File: src/rtl/pulse_channel.sv
module pulse_channel #(
  parameter int CNT_W   = 32,
  parameter int BURST_W = 8,
  parameter int MIN_LEN = 5
) (
  input  logic               clk,
  input  logic               rst_n,
  input  logic               cfg_astable,
  input  logic [CNT_W-1:0]   cfg_high,
  input  logic [CNT_W-1:0]   cfg_low,
  input  logic [BURST_W-1:0] cfg_burst,
  input  logic               cfg_retrig,
  input  logic               cfg_gate_inv,
  input  logic               cfg_trig_inv,
  input  logic               cfg_out_inv,
  input  logic               ext_in,
  input  logic               sw_trig,
  output logic               pulse_out
);

  localparam logic [CNT_W-1:0] MIN_C = CNT_W'(MIN_LEN);
  localparam logic [CNT_W-1:0] ONE_C = CNT_W'(1);

  typedef enum logic [1:0] {S_IDLE, S_HIGH, S_LOW, S_HOLD} st_t;

  st_t                st;
  logic [2:0]         sync_q;
  logic [CNT_W-1:0]   cnt, hi_q, lo_q;
  logic [BURST_W-1:0] rem;
  logic               ast_q, bm_q;

  wire gate_on  = sync_q[1] ^ cfg_gate_inv;
  wire rise     = sync_q[1] & ~sync_q[2];
  wire fall     = ~sync_q[1] & sync_q[2];
  wire ext_trig = cfg_trig_inv ? fall : rise;
  wire trig     = ext_trig | sw_trig;

  wire [CNT_W-1:0] hi_eff = (cfg_high < MIN_C) ? MIN_C : cfg_high;
  wire [CNT_W-1:0] lo_eff = (cfg_low  < MIN_C) ? MIN_C : cfg_low;
  wire             bm_new = (cfg_burst != '0);

  wire start_idle = cfg_astable ? gate_on : trig;
  wire last_pulse = bm_q ? (rem == BURST_W'(1)) : !ast_q;

  assign pulse_out = (st == S_HIGH) ^ cfg_out_inv;

  always_ff @(posedge clk or negedge rst_n) begin
    if (!rst_n) sync_q <= '0;
    else        sync_q <= {sync_q[1:0], ext_in};
  end

  always_ff @(posedge clk or negedge rst_n) begin
    if (!rst_n) begin
      st    <= S_IDLE;
      cnt   <= '0;
      hi_q  <= MIN_C;
      lo_q  <= MIN_C;
      rem   <= '0;
      ast_q <= 1'b0;
      bm_q  <= 1'b0;
    end else begin
      unique case (st)
        S_IDLE: if (start_idle) begin
          st    <= S_HIGH;
          cnt   <= hi_eff - ONE_C;
          hi_q  <= hi_eff;
          lo_q  <= bm_new ? hi_eff : lo_eff;
          rem   <= cfg_burst;
          bm_q  <= bm_new;
          ast_q <= cfg_astable;
        end
        S_HIGH: begin
          if (!ast_q && cfg_retrig && trig) begin
            cnt <= hi_q - ONE_C;
          end else if (cnt != '0) begin
            cnt <= cnt - ONE_C;
          end else if (last_pulse) begin
            st <= ast_q ? S_HOLD : S_IDLE;
          end else begin
            st  <= S_LOW;
            cnt <= lo_q - ONE_C;
            if (bm_q) rem <= rem - BURST_W'(1);
          end
        end
        S_LOW: begin
          if (cnt != '0) begin
            cnt <= cnt - ONE_C;
          end else if (ast_q && !gate_on) begin
            st <= S_IDLE;
          end else begin
            st   <= S_HIGH;
            cnt  <= hi_eff - ONE_C;
            hi_q <= hi_eff;
            lo_q <= bm_q ? hi_eff : lo_eff;
          end
        end
        S_HOLD: if (!gate_on) st <= S_IDLE;
        default: st <= S_IDLE;
      endcase
    end
  end

endmodule


File: config.mk
export PLATFORM = sky130hd
export DESIGN_NAME = pulse_channel
export DESIGN_NICKNAME = d
export VERILOG_FILES = /design/src/rtl/pulse_channel.sv
export SDC_FILE = /design/constraint.sdc
export NUM_CORES = 1
export LEC_CHECK = 0
export ABC_CLOCK_PERIOD_IN_PS = 3770
export BUFFER_PORTS_ARGS = -buffer_cell sky130_fd_sc_hd__buf_4
export CAP_MARGIN = 30
export CORE_MARGIN = 2
export CORE_UTILIZATION = 60
export DETAILED_ROUTE_END_ITERATION = 12
export GPL_ROUTABILITY_DRIVEN = 0
export PLACE_DENSITY = 0.81
export SLEW_MARGIN = 20
export SYNTH_ARGS = -nofsm -noshare
export SYNTH_HDL_FRONTEND = slang
export SYNTH_SLANG_ARGS = --single-unit
export TNS_END_PERCENT = 20
File: constraint.sdc
create_clock -name clk -period 3.77 [get_ports clk]
set_clock_uncertainty 0.1 [all_clocks]
set_input_delay 0.1885 -clock clk [delete_from_list [all_inputs] [get_ports clk]]
set_output_delay 0.1885 -clock clk [all_outputs]
set_load 0.01 [all_outputs]
==> impl_metrics.tcl, run 1 <==
set metrics [dict create \
    run_status "complete, no violations" \
    crit_chain "dlygate4sd3_1, buf_4, nor4_1, buf_4, and4b_1, nand3_1, nand2_1, ha_2, nor3b_1, nand4_1, a2111oi_2, xnor2_1, a22oi_1, o21ai_0, nand2_1" \
    hold_path_class "input port to flop" \
    power_leakage_nw 3.62 \
    dp.cells 1247 \
    hold_viol 0 \
    cp-start-kind "input port" \
    dpl.hpwl_mm 20.2 \
    tightest_slew_ps 824 \
    design.die.area_sq_mm 0.0151 \
    final.min_clock_period_ps 3560 \
    cts_tree "built" \
    finalSetupViolCount 0 \
    fin_setup_tns_ps 0 \
    htreeDepth 3 \
    fin_crit_sh 0.944 \
    io_buffer_count 81 \
    max_freq_mhz 281 \
    clk_path_buf_depth 2 \
    drc 0 \
    peakVddDrop_mv 0.533 \
    synth.ff_latch_count 111 \
    grt_usage 0.372 \
    cp.buffers_inverters 3 \
    synthesis.area_sq_mm 0.00850 \
    routed_via_density 6.77 \
    overflow 0 \
    yosysSeqAreaShare 0.327 \
    rows 43 \
    pin_count 82 \
    final_max_slew_viol_count 0 \
    grt_first_pass_wirelength_mm 43.1 \
    drt_iter0_markers 1141 \
    cpPeakStageDelay_ps 540 \
    grt_max_degree 98 \
    wl_per_cell_um 21.4 \
    synth_nets 1099 \
    cts_root_buf "clkbuf_16" \
    core_sq_mm 0.0139 \
    crit_type "input port to flop" \
    fin_nets 1182 \
    path_delay_family "simple AND/OR/NAND/NOR gates" \
    fp.dieH_um 123 \
    yosysUniqueCellTypes 74 \
    ant_nets 0 \
    num_antenna_cells 0 \
    cellPowerDensity_mw_per_mm2 769 \
    cts_setup_buffers 0 \
    antenna_found_initial 0 \
    synth-edff-count 0 \
    path_max_fanout 7 \
    syn_avg_cell_area_sq_um 8.43 \
    clk_latency_ps 370 \
    clkTransAtPathRegs_ps 80 \
    nFillCells 1106 \
    synthFlopType "dfrtp_1" \
    cp.required_ps 3930 \
    final_cells 1276 \
    grt_pass1_vias 7963 \
    drive_above_1_share 0.172 \
    cp-end-kind "flop" \
    ys_warn_count 0 \
    arrival_ps 3710 \
    async_reset_ff_frac 1.00 \
    die_x_um 123 \
    synthToLayoutAreaGrowth_pct 16.1 \
    cp_slowest_cell "dlygate4sd3_1" \
    drt_wl_total_mm 27.3 \
    synthCells 1008 \
    numCtsBuffers 9 \
    drv_cap 0 \
    clock_sinks 111 \
    dr_total_vias 8643 \
    first_pass_iters 6 \
    relSlewSlack 0.451 \
    start_util 0.612 \
]
-- layout by cell type, fill, tap and decap left out, types with 11 or more instances in the layout --
| cell | instances |
|---|---|
| o22ai_1 | 15 |
| xor2_1 | 45 |
| a21oi_1 | 90 |
| nand4b_1 | 11 |
| or3_1 | 23 |
| nand2_1 | 61 |
| nor3_1 | 39 |
| o211ai_1 | 14 |
| buf_4 | 115 |
| or4_1 | 22 |
| nand4_1 | 11 |
| nor2_1 | 94 |
| nand3_1 | 24 |
| dlygate4sd3_1 | 13 |
| o21ai_0 | 56 |
| nor4_1 | 50 |
| o31ai_1 | 11 |
| dfrtp_1 | 107 |
| xnor2_1 | 51 |
| mux2_2 | 29 |
| mux2i_1 | 34 |
| inv_1 | 22 |
-- area by class of cell --
class	count	area, sq um	area share
multi-input combinational	817	5440	0.551
sequential	111	2780	0.282
tap	180	225	0.0228
timing repair buffer	130	1030	0.105
inverter	22	82.6	0.00837
clock buffer	11	243	0.0246
clock inverter	5	63.8	0.00647
-- cells by family after synthesis --
family                   synth area share
AO/OA/AOI/OAI                       0.204
XOR/XNOR                           0.0989
multiplexers                       0.0811
flip-flops                          0.327
adder cells (fa/ha/maj)            0.0147
buffers and inverters              0.0389
AND/OR/NAND/NOR                     0.235
-- cells in the mapped netlist, types with 24 or more instances --
library cell | number | area (sq um)
xnor2_1 | 51 | 447
dfrtp_1 | 107 | 2680
nor4_1 | 51 | 319
xor2_1 | 45 | 394
a21oi_1 | 90 | 450
o21ai_0 | 56 | 280
nand2_1 | 61 | 229
nand3_1 | 24 | 120
nor2_1 | 94 | 353
mux2i_1 | 34 | 340
mux2_2 | 29 | 327
clkbuf_1 | 39 | 146
nor3_1 | 39 | 195
-- timing repair --
| item | CTS | global route |
|---|---|---|
| gates resized for setup | 0 | 6 |
| hold buffers | 13 | 0 |
| endpoints found under the hold margin | 69 | 0 |
| endpoints found under the setup margin | 0 | 2 |
-- registers in the layout, summed over array words and instances (netlist names) --
name    count
rem         8
lo_q       32
ast_q       1
bm_q        1
cnt        32
st          2
hi_q       32
sync_q      3
-- metal layers --
metal  track usage  wire (um)  vias to the layer above
met5             0          0                        -
li1              -          -                     3963
met3        0.0941       3200                       93
met2         0.556      11900                      567
met1         0.516      11200                     4020
met4         0.151       1040                        0
-- per-stage QoR --
step / util / total power [W] / setup WS [ps] / hold slack (ps) / instance area (sq um)
global route: 0.711 / 0.00806 / -20.5 / 12.5 / 9870
global placement: 0.678 / 0.00631 / 416 / 198 / 9410
floorplan: - / 0.00519 / 555 / -207 / 8500
finish: 0.711 / 0.00759 / 211 / 5.10 / 9870
CTS: 0.709 / 0.00745 / 163 / 0.546 / 9850
detailed placement: 0.678 / 0.00640 / 325 / 199 / 9410
-- worst paths after layout --
path / slack (ps) / from / depth (start not counted) / to
min in group asynchronous: 350 / rst_n / 2 / sync_q[0]
max reg2reg: 340 / cnt[0] / 10 / cnt[19]
min: 5 / cfg_astable / 2 / ast_q
max in group asynchronous: 2330 / rst_n / 3 / hi_q[29]
min reg2reg: 260 / sync_q[0] / 0 / sync_q[1]
max: 210 / cfg_high[17] / 15 / cnt[28]
-- power breakdown --
part | switching [W] | internal (W)
sequential | 0.000808 | 0.00181
combinational | 0.00231 | 0.00165
clock | 0.000475 | 0.000541
total | 0.00359 | 0.00400
Note: power is estimated with default switching activity, not from simulation.
==> run 2, diff against run 1 <==
- ABC_CLOCK_PERIOD_IN_PS: 3770 -> 3800
- clock period: 3.77 -> 3.8 ns (I/O delays scaled with it)
==> run 2 against run 1 <==
Cell count grew 0.31%; cell area is 0.71% higher; sequential share of layout area is 0.20 points lower; global-route usage rose by 0.28 points; die area did not move; power is 0.71% lower; via count is 1.8% higher; setup slack better by 14 ps; sequential power barely moved; wire length increased by 1.2%; register-to-register slack barely moved; utilization is 0.50 points higher; critical path type unchanged; critical endpoint unchanged; largest power group unchanged.
==> impl_metrics.tcl, run 2 (synthesis results as in run 1) <==
set metrics [dict create \
    fin_area_sq_mm 0.00994 \
    clock_sinks 111 \
    cp-end-kind "flop" \
    final_max_slew_viol_count 0 \
    synthToLayoutAreaGrowth_pct 16.9 \
    finalSetupViolCount 0 \
    top_regs "cnt: 32 flops, hi_q: 32 flops, lo_q: 32 flops" \
    path_max_fanout 7 \
    die_x_um 123 \
    grt_pass1_vias 7954 \
    hold_viol 0 \
    arrival_ps 3730 \
    clkTransAtPathRegs_ps 80 \
    pin_count 82 \
    wl_per_cell_um 21.6 \
    drt_wl_total_mm 27.7 \
    power_frac_clock 0.129 \
    clk_latency_ps 370 \
    cts_tree "built" \
    rows 43 \
    final_common_cell "buf_4" \
    fp.dieH_um 123 \
    place_area_sq_mm 0.00942 \
    swShare 0.479 \
    core_sq_mm 0.0139 \
    p_comb_frac 0.524 \
    power_leakage_nw 3.65 \
    internal_power_w 0.00393 \
    whs_ps 15.3 \
    drc 0 \
    dpl.hpwl_mm 19.9 \
    clk_path_buf_depth 2 \
    final_cells 1280 \
    cts_setup_buffers 0 \
    p_sw_w 0.00361 \
    multi_input_area_sq_mm 0.00544 \
    most-common-layout-cells "111 x buf_4, 107 x dfrtp_1, 94 x nor2_1" \
    io_buffer_count 81 \
    p_seq_frac 0.347 \
    fin_setup_tns_ps 0 \
    start_util 0.612 \
    tightest_slew_ps 772 \
    fin_crit_sh 0.941 \
    final.min_clock_period_ps 3570 \
    drv_cap 0 \
    numCtsBuffers 9 \
    ant_nets 0 \
    cts_root_buf "clkbuf_16" \
    grt_usage 0.375 \
    regArea_sq_mm 0.00278 \
    overflow 0 \
    cp.required_ps 3960 \
    dp.cells 1245 \
    relSlewSlack 0.480 \
    design.die.area_sq_mm 0.0151 \
    grt_max_degree 112 \
    grt_first_pass_wirelength_mm 43.3 \
    hold_path_class "input port to flop" \
    htreeDepth 3 \
    final_util 0.716 \
    rsz0062_at_grt "false" \
    routed_via_density 6.87 \
    num_antenna_cells 0 \
    drt_iter0_markers 1307 \
    dr_total_vias 8796 \
    first_pass_iters 10 \
    drive_above_1_share 0.173 \
    cellPowerDensity_mw_per_mm2 758 \
    peakVddDrop_mv 0.464 \
    antenna_found_initial 0 \
    run_status "complete, no violations" \
    fin_nets 1186 \
    nFillCells 1103 \
    max_freq_mhz 280 \
    crit_type "input port to flop" \
    cp-start-kind "input port" \
]
==> run 2: worst max-delay path, stage by stage <==
cell,delay [ps]
dlygate4sd3_1,540
buf_4,150
nor4_1,330
buf_4,190
and4b_1,230
nand3_1,170
nand2_1,160
ha_2,260
nor3b_2,230
nand4_1,240
a2111oi_2,420
xnor2_1,220
a22oi_1,130
o21ai_0,190
nand2_1,70
==> run 2: area by class of cell <==
cell class / count / area share
sequential: 111 / 0.280
tap: 180 / 0.0227
inverter: 22 / 0.00831
multi-input combinational: 817 / 0.548
timing repair buffer: 134 / 0.111
clock inverter: 6 / 0.00617
clock buffer: 10 / 0.0240
==> run 2: routing by layer <==
metal | vias to the layer above | track usage | share of wire
met5 | - | 0 | 0
met4 | 0 | 0.129 | 0.037
met3 | 98 | 0.0886 | 0.11
met2 | 608 | 0.567 | 0.44
met1 | 4122 | 0.528 | 0.41
li1 | 3968 | - | -
==> run 2: what timing repair did <==
action / 4_1_cts / 5_1_grt
setup endpoints to repair: 0 / 3
resized for setup: 0 / 8
hold buffers: 19 / 0
endpoints found under the hold margin: 125 / 0
==> run 2: metrics by stage <==
step,setup slack (ps),power (W)
finish,225,0.00753
global route,40.8,0.00800
CTS,156,0.00739
detailed placement,216,0.00638
global placement,297,0.00627
floorplan,584,0.00515
==> run 2: path summary, 6_finish.rpt <==
| kind | startpoint | endpoint | slack, ps | depth (start not counted) |
|---|---|---|---|---|
| setup / recovery | cfg_high[20] | cnt[28] | 230 | 15 |
| hold / removal | cfg_high[13] | hi_q[13] | 20 | 2 |
| setup reg to reg | cnt[0] | cnt[22] | 340 | 9 |
| max in group asynchronous | rst_n | lo_q[11] | 2790 | 3 |
| min in group asynchronous | rst_n | sync_q[1] | 310 | 3 |
| hold reg to reg | sync_q[0] | sync_q[1] | 250 | 0 |
==> run 2: power by group through the flow <==
| stage | sequential [W] | clock (W) | combinational, W |
|---|---|---|---|
| after global placement | 0.00256 | 0 | 0.00371 |
| after global routing | 0.00270 | 0.00103 | 0.00427 |
| final | 0.00262 | 0.000974 | 0.00394 |
| after CTS | 0.00257 | 0.000993 | 0.00382 |
| after detailed placement | 0.00259 | 0 | 0.00379 |
| after floorplan | 0.00234 | 0 | 0.00282 |
